[config.mk]
export PLATFORM = sky130hd
export DESIGN_NAME = mscan_engine
export DESIGN_NICKNAME = d
export VERILOG_FILES = /design/src/rtl/mscan_pkg.sv /design/src/rtl/mscan_clkgen.sv /design/src/rtl/mscan_seq.sv /design/src/rtl/mscan_capture.sv /design/src/rtl/mscan_engine.sv
export SDC_FILE = /design/constraint.sdc
export NUM_CORES = 1
export LEC_CHECK = 0
export ABC_AREA = 0
export BUFFER_PORTS_ARGS = -buffer_cell sky130_fd_sc_hd__buf_2
export CORE_UTILIZATION = 32
export DETAILED_ROUTE_END_ITERATION = 8
export GPL_TIMING_DRIVEN = 0
export PLACE_DENSITY_LB_ADDON = 0.15
export SLEW_MARGIN = 20
export SYNTH_ARGS = -nofsm -noshare
export SYNTH_HDL_FRONTEND = slang
export SYNTH_SLANG_ARGS = --single-unit
export TNS_END_PERCENT = 50
[constraint.sdc]
create_clock -name clk -period 1.3 [get_ports clk]
set_input_delay 0.065 -clock clk [delete_from_list [all_inputs] [get_ports clk]]
set_output_delay 0.065 -clock clk [all_outputs]
set_load 0.01 [all_outputs]
[src/rtl/mscan_pkg.sv]
package mscan_pkg;
   typedef enum logic [1:0] {
      PH_IDLE = 2'd0,
      PH_DLY  = 2'd1,
      PH_BITS = 2'd2
   } mscan_phase_e;

   localparam int PKT_BITS = 6;
   localparam int DRV_BITS = 2;
   localparam int RD_BITS  = PKT_BITS - DRV_BITS;
   localparam int MIN_DLY  = 6;
endpackage

[src/rtl/mscan_clkgen.sv]
module mscan_clkgen #(
   parameter int HALF_DIV = 2
) (
   input  logic clk,
   input  logic rst_n,
   input  logic run,
   output logic tckc,
   output logic rise,
   output logic fall
);
   logic tick;

   generate
      if (HALF_DIV == 1) begin : g_fast
         assign tick = run;
      end else begin : g_div
         localparam int CW = $clog2(HALF_DIV);
         logic [CW-1:0] cnt;
         always_ff @(posedge clk) begin
            if (!rst_n || !run) begin
               cnt <= '0;
            end else if (cnt == CW'(HALF_DIV - 1)) begin
               cnt <= '0;
            end else begin
               cnt <= cnt + 1'b1;
            end
         end
         assign tick = run && (cnt == CW'(HALF_DIV - 1));
      end
   endgenerate

   assign rise = tick && !tckc;
   assign fall = tick && tckc;

   always_ff @(posedge clk) begin
      if (!rst_n || !run) begin
         tckc <= 1'b0;
      end else if (tick) begin
         tckc <= !tckc;
      end
   end
endmodule

[src/rtl/mscan_seq.sv]
module mscan_seq
   import mscan_pkg::*;
#(
   parameter int DLY_TCK = 6
) (
   input  logic         clk,
   input  logic         rst_n,
   input  logic         start,
   input  logic         fall,
   input  logic         tdi,
   input  logic         tms,
   output mscan_phase_e phase,
   output logic [2:0]   bit_idx,
   output logic         tdi_q,
   output logic         tms_q
);
   localparam int SW = $clog2(DLY_TCK);

   logic [SW-1:0] dly_cnt;

   always_ff @(posedge clk) begin
      if (!rst_n) begin
         phase   <= PH_IDLE;
         dly_cnt <= '0;
         bit_idx <= '0;
         tdi_q   <= 1'b0;
         tms_q   <= 1'b0;
      end else begin
         case (phase)
            PH_IDLE: begin
               if (start) begin
                  phase   <= PH_DLY;
                  dly_cnt <= '0;
                  bit_idx <= '0;
                  tdi_q   <= tdi;
                  tms_q   <= tms;
               end
            end
            PH_DLY: begin
               if (fall) begin
                  if (dly_cnt == SW'(DLY_TCK - 1)) begin
                     phase   <= PH_BITS;
                     bit_idx <= '0;
                  end else begin
                     dly_cnt <= dly_cnt + 1'b1;
                  end
               end
            end
            PH_BITS: begin
               if (fall) begin
                  if (bit_idx == 3'(PKT_BITS - 1)) begin
                     phase <= PH_IDLE;
                  end else begin
                     bit_idx <= bit_idx + 1'b1;
                  end
               end
            end
            default: phase <= PH_IDLE;
         endcase
      end
   end
endmodule

[src/rtl/mscan_capture.sv]
module mscan_capture
   import mscan_pkg::*;
(
   input  logic               clk,
   input  logic               rst_n,
   input  logic               rise,
   input  logic               rd_slot,
   input  logic               last_slot,
   input  logic               din,
   output logic               res_valid,
   output logic [RD_BITS-1:0] res_bits
);
   logic [RD_BITS-1:0] shreg;

   always_ff @(posedge clk) begin
      if (!rst_n) begin
         shreg     <= '0;
         res_bits  <= '0;
         res_valid <= 1'b0;
      end else begin
         res_valid <= 1'b0;
         if (rise && rd_slot) begin
            shreg <= {shreg[RD_BITS-2:0], din};
            if (last_slot) begin
               res_bits  <= {shreg[RD_BITS-2:0], din};
               res_valid <= 1'b1;
            end
         end
      end
   end
endmodule

[src/rtl/mscan_engine.sv]
module mscan_engine
   import mscan_pkg::*;
#(
   parameter int HALF_DIV = 2,
   parameter int DLY_TCK  = 6
) (
   input  logic clk,
   input  logic rst_n,
   input  logic fmt_mscan,
   input  logic in_valid,
   output logic in_ready,
   input  logic in_tdi,
   input  logic in_tms,
   output logic tckc,
   output logic tmsc_oe,
   output logic tmsc_out,
   input  logic tmsc_in,
   output logic res_valid,
   output logic res_pc0,
   output logic res_rdy,
   output logic res_pc1,
   output logic res_tdo
);
   generate
      if (HALF_DIV < 1) begin : g_bad_div
         $error("HALF_DIV must be at least 1");
      end
      if (DLY_TCK < MIN_DLY) begin : g_bad_dly
         $error("DLY_TCK must be at least 6");
      end
   endgenerate

   mscan_phase_e       phase;
   logic [2:0]         bit_idx;
   logic               tdi_q, tms_q;
   logic               rise, fall, run, start;
   logic               rd_slot, last_slot;
   logic [RD_BITS-1:0] res_bits;

   assign run      = (phase != PH_IDLE);
   assign in_ready = fmt_mscan && (phase == PH_IDLE);
   assign start    = in_valid && in_ready;

   mscan_clkgen #(.HALF_DIV(HALF_DIV)) u_clk (
      .clk  (clk),
      .rst_n(rst_n),
      .run  (run),
      .tckc (tckc),
      .rise (rise),
      .fall (fall)
   );

   mscan_seq #(.DLY_TCK(DLY_TCK)) u_seq (
      .clk    (clk),
      .rst_n  (rst_n),
      .start  (start),
      .fall   (fall),
      .tdi    (in_tdi),
      .tms    (in_tms),
      .phase  (phase),
      .bit_idx(bit_idx),
      .tdi_q  (tdi_q),
      .tms_q  (tms_q)
   );

   assign rd_slot   = (phase == PH_BITS) && (bit_idx >= 3'(DRV_BITS));
   assign last_slot = (phase == PH_BITS) && (bit_idx == 3'(PKT_BITS - 1));

   mscan_capture u_cap (
      .clk      (clk),
      .rst_n    (rst_n),
      .rise     (rise),
      .rd_slot  (rd_slot),
      .last_slot(last_slot),
      .din      (tmsc_in),
      .res_valid(res_valid),
      .res_bits (res_bits)
   );

   always_comb begin
      tmsc_oe  = 1'b1;
      tmsc_out = 1'b1;
      if (phase == PH_BITS) begin
         if (bit_idx == 3'd0) begin
            tmsc_out = !tdi_q;
         end else if (bit_idx == 3'd1) begin
            tmsc_out = tms_q;
         end else begin
            tmsc_oe  = 1'b0;
            tmsc_out = 1'b0;
         end
      end
   end

   assign res_pc0 = res_bits[3];
   assign res_rdy = res_bits[2];
   assign res_pc1 = res_bits[1];
   assign res_tdo = res_bits[0];
endmodule

## Word-level counts from Yosys, hierarchy flattened

Index checks and enable logic that the tools add are counted.

| storage, ports and cells | value |
|---|---|
| register bits after elaboration | 20 |
| input bits | 7 |
| output and inout bits | 9 |
| logic and storage cells | 73 |

| cells by class | value |
|---|---|
| $add $sub $neg | 3 |
| magnitude comparators | 1 |
| equal/unequal tests | 12 |
| multiplexer cells | 22 |
| reduce and logical (&&, ||, !) cells | 25 |

Operators with widths:

| cell | count |
|---|---|
| $mux W3 | 7 |
| $ne A2 B2 Y1 const B | 6 |
| $mux W2 | 5 |
| $pmux W3 S3 | 1 |
| $logic_and A1 B1 Y1 | 8 |
| $mux W1 | 7 |
| $add A3 B1 Y3 const B | 2 |
| $eq A3 B3 Y1 const B | 2 |
| $pmux W2 S3 | 1 |
| $pmux W3 S2 | 1 |
| $reduce_and A2 Y1 | 3 |
| $reduce_and A6 Y1 | 1 |
| $reduce_and A5 Y1 | 1 |
| $logic_not A1 Y1 | 4 |
| $reduce_and A4 Y1 | 1 |
| $reduce_bool A2 Y1 | 2 |
| $eq A3 B1 Y1 const B | 1 |
| $ge A3 B2 Y1 const B | 1 |
| $logic_not A3 Y1 | 1 |
| $reduce_bool A3 Y1 | 1 |
| $eq A2 B1 Y1 const B | 1 |
| $eq A2 B2 Y1 const B | 1 |
| $logic_not A2 Y1 | 1 |
| $ne A2 B1 Y1 const B | 1 |
| 3 further kinds | 3 |

## Logic depth before layout (Yosys ltp)

Gate-level depths: netlist of the first run.

| depth | value |
|---|---|
| word-level depth | 5 |
| depth in mapped cells | 6 |
| depth with buffers taken out | 6 |

## Hierarchy

Synthesis of the first run repeated with hierarchy kept, for this count alone.

| second synthesis, totals | value |
|---|---|
| cells, all modules | 115 |
| area, all modules | 1054.8 um^2 |

Modules (own cells, without submodules):

| module | instances | cells each | area an instance (um^2) | seq. area each (um^2) |
|---|---|---|---|---|
| mscan_seq | 1 | 60 | 574.3 | 200.2 |
| mscan_capture | 1 | 34 | 322.8 | 160.2 |
| mscan_engine | 1 | 12 | 82.6 | 0.0 |
| mscan_clkgen | 1 | 9 | 75.1 | 40.0 |

## Least setup slack after synthesis of the first run

Ideal clock, no wire load.

| path | value |
|---|---|
| path kind | reg-to-reg |
| start point | reg u_seq.bit_idx[1] |
| end point | reg u_seq.bit_idx[0] |
| library setup time | 0.116 ns |
| data arrival time | 1.238 ns |
| data required time | 1.184 ns |
| slack | -0.053 ns |
| cell stages (with the launch flop) | 7 |
| buffers on the path | 0 |
| period minus slack after synthesis | 1.353 ns |
| cell sequence | dfxtp_1 -> inv_1 -> ha_1 -> nand2_1 -> o2bb2ai_1 -> nand3_1 -> a31o_1 |

| between the ends | value |
|---|---|
| word-level cells in the longest chain between the ends | 3 |

RTL lines:

| item | line | RTL |
|---|---|---|
| from (decl) | mscan_seq.sv:13 | `output logic [2:0] bit_idx,` |
| from (signal assigned) | mscan_seq.sv:54 | `bit_idx <= bit_idx + 1'b1;` |
| $eq A3 B3 Y1 | mscan_seq.sv:51 | `if (bit_idx == 3'(PKT_BITS - 1)) begin` |
| $ne A2 B2 Y1 (no line) | n/a |  |
| $reduce_and A6 Y1 (no line) | n/a |  |

Every way passes these cells.
A chain may end at the register's enable or synchronous reset.

## Worst setup path after layout of the first run

| path | value |
|---|---|
| start point | reg u_seq.bit_idx[0] |
| end point | out tmsc_out |

| between the ends | value |
|---|---|
| word-level cells in the longest chain between the ends | 4 |
| elaborated cells between the ends (all ways) | 5 |
| classes of those cells | eq/ne (1); mux (3); reduce/logical (1) |

RTL lines:

| item | line | RTL |
|---|---|---|
| $eq A3 B1 Y1 | mscan_engine.sv:86 | `end else if (bit_idx == 3'd1) begin` |
| $mux W1 | mscan_engine.sv:86 |  |
| $mux W1 (*) | mscan_engine.sv:84 | `if (bit_idx == 3'd0) begin` |
| $mux W1 (*) | mscan_engine.sv:83 | `if (phase == PH_BITS) begin` |
| to (decl) | mscan_engine.sv:16 | `output logic tmsc_out,` |

Mark *: on every way between the ends. The rest lies on a longest branch, timed or not.

==> run summary, run 1 <==
dpl cells -> 165
failing checks -> negative setup slack
worst slew pin tran -> 0.4074 ns
core area -> 3028 um2
Chip Width -> 58.17 um
Util after Layout -> 43.80%
Post-synth EDFFs -> 0
Min-Delay Path Class -> input port to flip-flop
Comb pwr share -> 6.6%
critical path fanouts, max -> 3
IO buf count -> 15
H-tree depth -> 1
max cap viols -> 0
total global routing overflow -> 0
largest net degree at the start of global routing -> 13
residual DRC count -> 0
part of the power in registers -> 51.2%
Layout Nets -> 146
Total GRT Usage -> 13.25%
most common flop cell mapped by yosys -> dfxtp_1
CTS tree -> yes
CTS root buffer -> clkbuf_4
CP Data Required Time -> 1.24 ns
Die H -> 58.17 um
Antenna Cells -> 0
clk_lat worst skew -> 0.30 ns
Multi-input gate area -> 613.1 um2
NetSw -> 245.0 uW
internal power consumption -> 967.0 uW
first-pass GRT wire length -> 3401 um
Final WS setup -> -0.1834 ns
Tot Pwr -> 1.212 mW
post-detail-place hpwl -> 1411 um
total CTS buffers -> 3
Initial Util -> 33.35%
Worst Setup Path Type -> flip-flop to output port
Placer Congestion -> 0.7865
drt via density -> 4.710
synth unique cells -> 29
Fillers -> 308
RSZ-0062 raised after global routing -> yes
Net Sw Frac -> 20.21%
Sequential Area -> 411.6 um2
drt first pass iters -> 4
Hold Path Stages -> 3
Syn. warnings -> 0
VDD IR-drop max -> 0.0004084 V
WL final -> 2036 um
syn_area_per_cell -> 9.526 um2
Clock Sinks -> 20
setup TNS -> -0.5033 ns
minimum clock period -> 1.483 ns
worst-case clock skew -> 0.008972 ns
Final Hold Viols -> 0
relative slew slack -> 72.84%
row count -> 20
Mapped Cells -> 106
Routed Antenna Nets -> 0
crit end category -> output port
area of the mapped netlist -> 1010 um2
Non-Filler Instances -> 176
number of failing setup endpoints in the final timing report -> 8
clock share of power -> 42.2%
I/O Pins -> 16
Clock Path Buffers -> 2
Worst-path clk slew -> 0.12 ns
number of global-route vias before repair -> 784
die area -> 3384 um2
initial antenna violation count -> 0
hold_ws -> 0.05476 ns
Max Slew Vio Count -> 0
Async SR Flop Fraction -> 0%
fmax -> 674.1 MHz
CP arrival -> 1.42 ns
status -> complete, but fails checks
Post-Syn Nets -> 119
Iteration-0 DRC Markers -> 24
r2r worst-path depth -> 7
DR vias -> 829
P&R area growth vs syn -> 31.35%
CP startpoint kind -> flip-flop
period utilisation layout -> 114.1%
Cell Pwr Density -> 913.8 nW/um2
share of cells above drive strength 1 -> 37.88%
Yosys reg bits -> 20
Pleak -> 0.5323 nW
Wirelength per Cell -> 11.57 um
post-synthesis sequential area ratio -> 39.65%
[Yosys cell counts, drive strengths merged (4+ instances only)]
| master | n | share of area, % |
|---|---|---|
| a21oi | 4 | 2.0 |
| buf | 4 | 3.1 |
| dfxtp | 20 | 40 |
| ha | 6 | 7.4 |
| inv | 5 | 1.9 |
| mux2i | 11 | 11 |
| nand2 | 7 | 2.6 |
| nand3 | 7 | 4.7 |
| nor2 | 16 | 5.9 |
| o21ai | 6 | 3.0 |
[power groups by stage]
stage / clock network [mW] / registers, mW / logic, mW
finish: 0.512 / 0.621 / 0.0797
detailed placement: 0 / 0.638 / 0.0711
CTS: 0.536 / 0.621 / 0.0790
floorplan: 0 / 0.637 / 0.0469
global route: 0.554 / 0.622 / 0.0873
global placement: 0 / 0.638 / 0.0707
[logic make-up (layout without fill, tap and decap cells)]
| family | after synthesis | in the layout | synth area share (%) |
|---|---|---|---|
| AO/OA/AOI/OAI | 18 | 18 | 12.64 |
| XOR/XNOR | 1 | 1 | 0.8676 |
| adder cells (fa/ha/maj) | 6 | 6 | 7.435 |
| buffers and inverters | 10 | 36 | 5.327 |
| flip-flops | 20 | 20 | 39.65 |
| multiplexers | 13 | 13 | 13.14 |
| AND/OR/NAND/NOR | 38 | 38 | 20.94 |
[per-layer routing]
layer	track usage (%)	vias up	wire length, um
li1	-	422	-
met1	16.19	390	962
met2	22.50	15	990
met3	2.009	2	64
met4	6.803	0	19
met5	0	-	0
[worst max-delay path: stages (launching register included)]
cell and delay [ns]:
dfxtp_4 0.40, inv_4 0.05, ha_4 0.15, mux2_4 0.29
o21ai_2 0.10, buf_2 0.13
[flip-flops by register name, indices dropped and copies added, names as in the netlist, 2 cells and up]
| signal | count |
|---|---|
| u_seq.bit_idx | 3 |
| u_cap.shreg | 3 |
| u_seq.dly_cnt | 3 |
| u_seq.phase | 2 |
| u_cap.res_bits | 4 |
[cells in the final DEF, fill, tap and decap left out, types with 4 or more instances in the layout]
cell type / n
dfxtp_1: 15
buf_2: 16
mux2i_1: 11
nand3_1: 5
buf_4: 6
o21ai_0: 4
a21oi_1: 4
nor2_1: 15
nand2_1: 6
[cell type report]
type,instances,share of cell area [%]
well taps,44,4.151
repair buffers,22,10.19
clock inverters,1,2.264
inverters,5,1.792
multi-input cells,76,46.23
flip-flops and latches,20,31.04
clock buffers,3,1.698
plain buffers,5,2.642
[path summary, 6_finish.rpt]
kind                          start                 to  slack, ns
setup / recovery   u_seq.bit_idx[0]           tmsc_out      -0.18
hold / removal             in_valid     u_seq.phase[0]       0.05
setup reg to reg   u_seq.bit_idx[1]   u_seq.bit_idx[2]      -0.08
hold reg to reg   u_cap.res_bits[3]  u_cap.res_bits[3]       0.50
[through the flow]
stage                     worst slack (ns)  cell area, um2
after floorplan                    0.04485            1013
after global placement            -0.08156            1144
after detailed placement          -0.08722            1144
after CTS                          -0.2111            1297
after global routing               -0.2376            1326
final                              -0.1834            1326
[timing repair]
item                       CTS  global route
setup endpoints to repair    8            15
buffers inserted             4             0
hold buffers                 3             0
gates resized for setup     14             9
pin swaps                    6             7
hold endpoints to repair     3             0
Power figures use the tool's default switching activity.
==> run 2: changes to the inputs <==
Settings changed: CAP_MARGIN set to 20, SETUP_SLACK_MARGIN set to 0.1, SLEW_MARGIN 20 to 10.
==> run summary, run 2 (synthesis results as in run 1) <==
Layout Nets -> 147 (+0.68%)
Final Cell Area -> 1309 um2 (-1.3%)
CP Depth -> 5 (unchanged)
r2r worst-path depth -> 7 (unchanged)
Buf/Inv on CP -> 2 (unchanged)
worst slew pin tran -> 0.3992 ns (-0.008268 ns)
crit end category -> output port
Clock Sinks -> 20 (unchanged)
Fillers -> 315 (+2.3%)
WL final -> 2139 um (+5.1%)
initial antenna violation count -> 0 (unchanged)
most frequent cells in the layout -> 16 x buf_2, 15 x nor2_1, 15 x dfxtp_1, 11 x mux2i_1, 9 x buf_4
max cap viols -> 0 (unchanged)
Wirelength per Cell -> 12.15 um (+5.1%)
total CTS buffers -> 3 (unchanged)
first-pass GRT wire length -> 3746 um (+10%)
Cell Pwr Density -> 758.7 nW/um2 (-17%)
GR Util met3 -> 4.018% (+2.0 points)
critical path fanouts, max -> 3 (unchanged)
H-tree depth -> 1 (unchanged)
Iteration-0 DRC Markers -> 34 (+42%)
CP arrival -> 1.42 ns (about the same)
status -> complete, but fails checks
Max stage delay on crit path -> 0.40 ns (about the same)
Critical-path top delay cell -> dfxtp_4
Hold Path Stages -> 3 (unchanged)
Largest delay share family, worst path -> flip-flops
Worst-path clk slew -> 0.11 ns (about the same)
Most flops, register -> u_cap.res_bits
max reg flops -> 4 (unchanged)
fmax -> 674.0 MHz (about the same)
Final WS setup -> -0.1836 ns (-0.0002790 ns)
clk_lat worst skew -> 0.29 ns (about the same)
crit-path cells -> inv_4, ha_4, mux2_4, o21ai_2, buf_2
Placer Congestion -> 0.7545 (-4.1%)
P&R area growth vs syn -> 29.62%
Chip Width -> 58.17 um (unchanged)
core area -> 3028 um2 (unchanged)
number of failing setup endpoints in the final timing report -> 8 (unchanged)
failing checks -> negative setup slack
number of global-route vias before repair -> 841 (+7.3%)
minimum clock period -> 1.484 ns (+0.0002790 ns)
drt first pass iters -> 4 (unchanged)
I/O Pins -> 16 (unchanged)
row count -> 20 (unchanged)
Initial Util -> 33.35% (unchanged)
Min-Delay Path Class -> input port to flip-flop
CP Data Required Time -> 1.24 ns (about the same)
Die H -> 58.17 um (unchanged)
drt via density -> 4.869 (+3.4%)
CTS root buffer -> clkbuf_4
IO buf count -> 15 (unchanged)
die area -> 3384 um2 (unchanged)
share of cells above drive strength 1 -> 40.15% (+2.3 points)
Antenna Cells -> 0 (unchanged)
Clock Path Buffers -> 2 (unchanged)
largest net degree at the start of global routing -> 11 (-2)
Worst Setup Path Type -> flip-flop to output port
Max Slew Vio Count -> 0 (unchanged)
CP startpoint kind -> flip-flop
relative slew slack -> 73.39% (+0.55 points)
RSZ-0062 raised after global routing -> yes
met1 Use GR -> 18.60% (+2.4 points)
Cell Area, Placed -> 1160 um2 (+1.4%)
DR vias -> 857 (+3.4%)
CTS tree -> yes
Total GRT Usage -> 14.64% (+1.4 points)
commonest non-fill, non-tap cell in the layout -> buf_2
Multi-input gate area -> 623.1 um2 (+1.6%)
period utilisation layout -> 114.1% (about the same)
worst-case clock skew -> 0.005664 ns (-0.003308 ns)
Sequential Area -> 411.6 um2 (unchanged)
setup TNS -> -0.5711 ns (-0.06780 ns)
VDD IR-drop max -> 0.0004664 V (+14%)
Routed Antenna Nets -> 0 (unchanged)
Pleak -> 0.5241 nW (-1.5%)
M2 GR Usage -> 23.48% (+0.99 points)
residual DRC count -> 0 (unchanged)
total global routing overflow -> 0 (unchanged)
post-detail-place hpwl -> 1489 um (+5.5%)
Final Hold Viols -> 0 (unchanged)
busiest grt layer -> met2
## run 2: layer usage
layer | share of wire, % | vias to the layer above | wire [um]
li1 | - | 428 | -
met1 | 49 | 398 | 1051
met2 | 45 | 27 | 956
met3 | 5.0 | 4 | 107
met4 | 1.1 | 0 | 24
met5 | 0 | - | 0
## run 2: per-stage QoR
step / hold slack (ns) / util (%) / power, mW / worst slack (ns) / instances
finish: 0.0005112 / 43.22 / 0.9930 / -0.1836 / 176
global route: 0.03460 / 43.22 / 1.038 / -0.2395 / 176
CTS: 0.003572 / 42.31 / 0.9954 / -0.2111 / 174
detailed placement: 0.3131 / 38.31 / 0.7103 / -0.05732 / 165
global placement: 0.3026 / 38.31 / 0.7093 / -0.04435 / 165
floorplan: 0.2089 / - / 0.6840 / 0.05676 / 106
## run 2: what timing repair did
action,in CTS,in global routing
hold buffers,1,0
pin swaps,9,6
resized for setup,16,4
endpoints found under the setup margin,15,20
buffers inserted,5,3
hold endpoints to repair,1,0
## run 2: power breakdown
group / total, mW / switching (mW) / internal (mW)
Sequential: 0.620 / 0.00423 / 0.616
Clock: 0.289 / 0.181 / 0.108
Combinational: 0.0844 / 0.0433 / 0.0410
## run 2: path summary, 6_finish.rpt
| path | startpoint | end | slack (ns) |
|---|---|---|---|
| worst min-delay path | in_tms | u_seq.tms_q | 0.0005 |
| worst max-delay path | u_seq.bit_idx[0] | tmsc_out | -0.18 |
| worst max register to register | u_seq.bit_idx[1] | u_seq.bit_idx[2] | -0.09 |
| worst min register to register | u_seq.tdi_q | u_seq.tdi_q | 0.51 |
## run 2: area by class of cell
type	count	share of cell area, %
Multi-Input combinational cell	76	47.61
Sequential cell	20	31.45
Buffer	5	2.677
Clock buffer	3	1.721
Tap cell	44	4.206
Timing Repair Buffer	23	10.52
Inverter	5	1.816
## run 2: worst reg2reg max path, stage by stage (launching register included)
cell and delay (ns):
dfxtp_4 0.38, inv_4 0.05, ha_4 0.15, buf_4 0.14, nand2_1 0.13, o2bb2ai_2 0.13
nand3_2 0.13, a31o_1 0.19
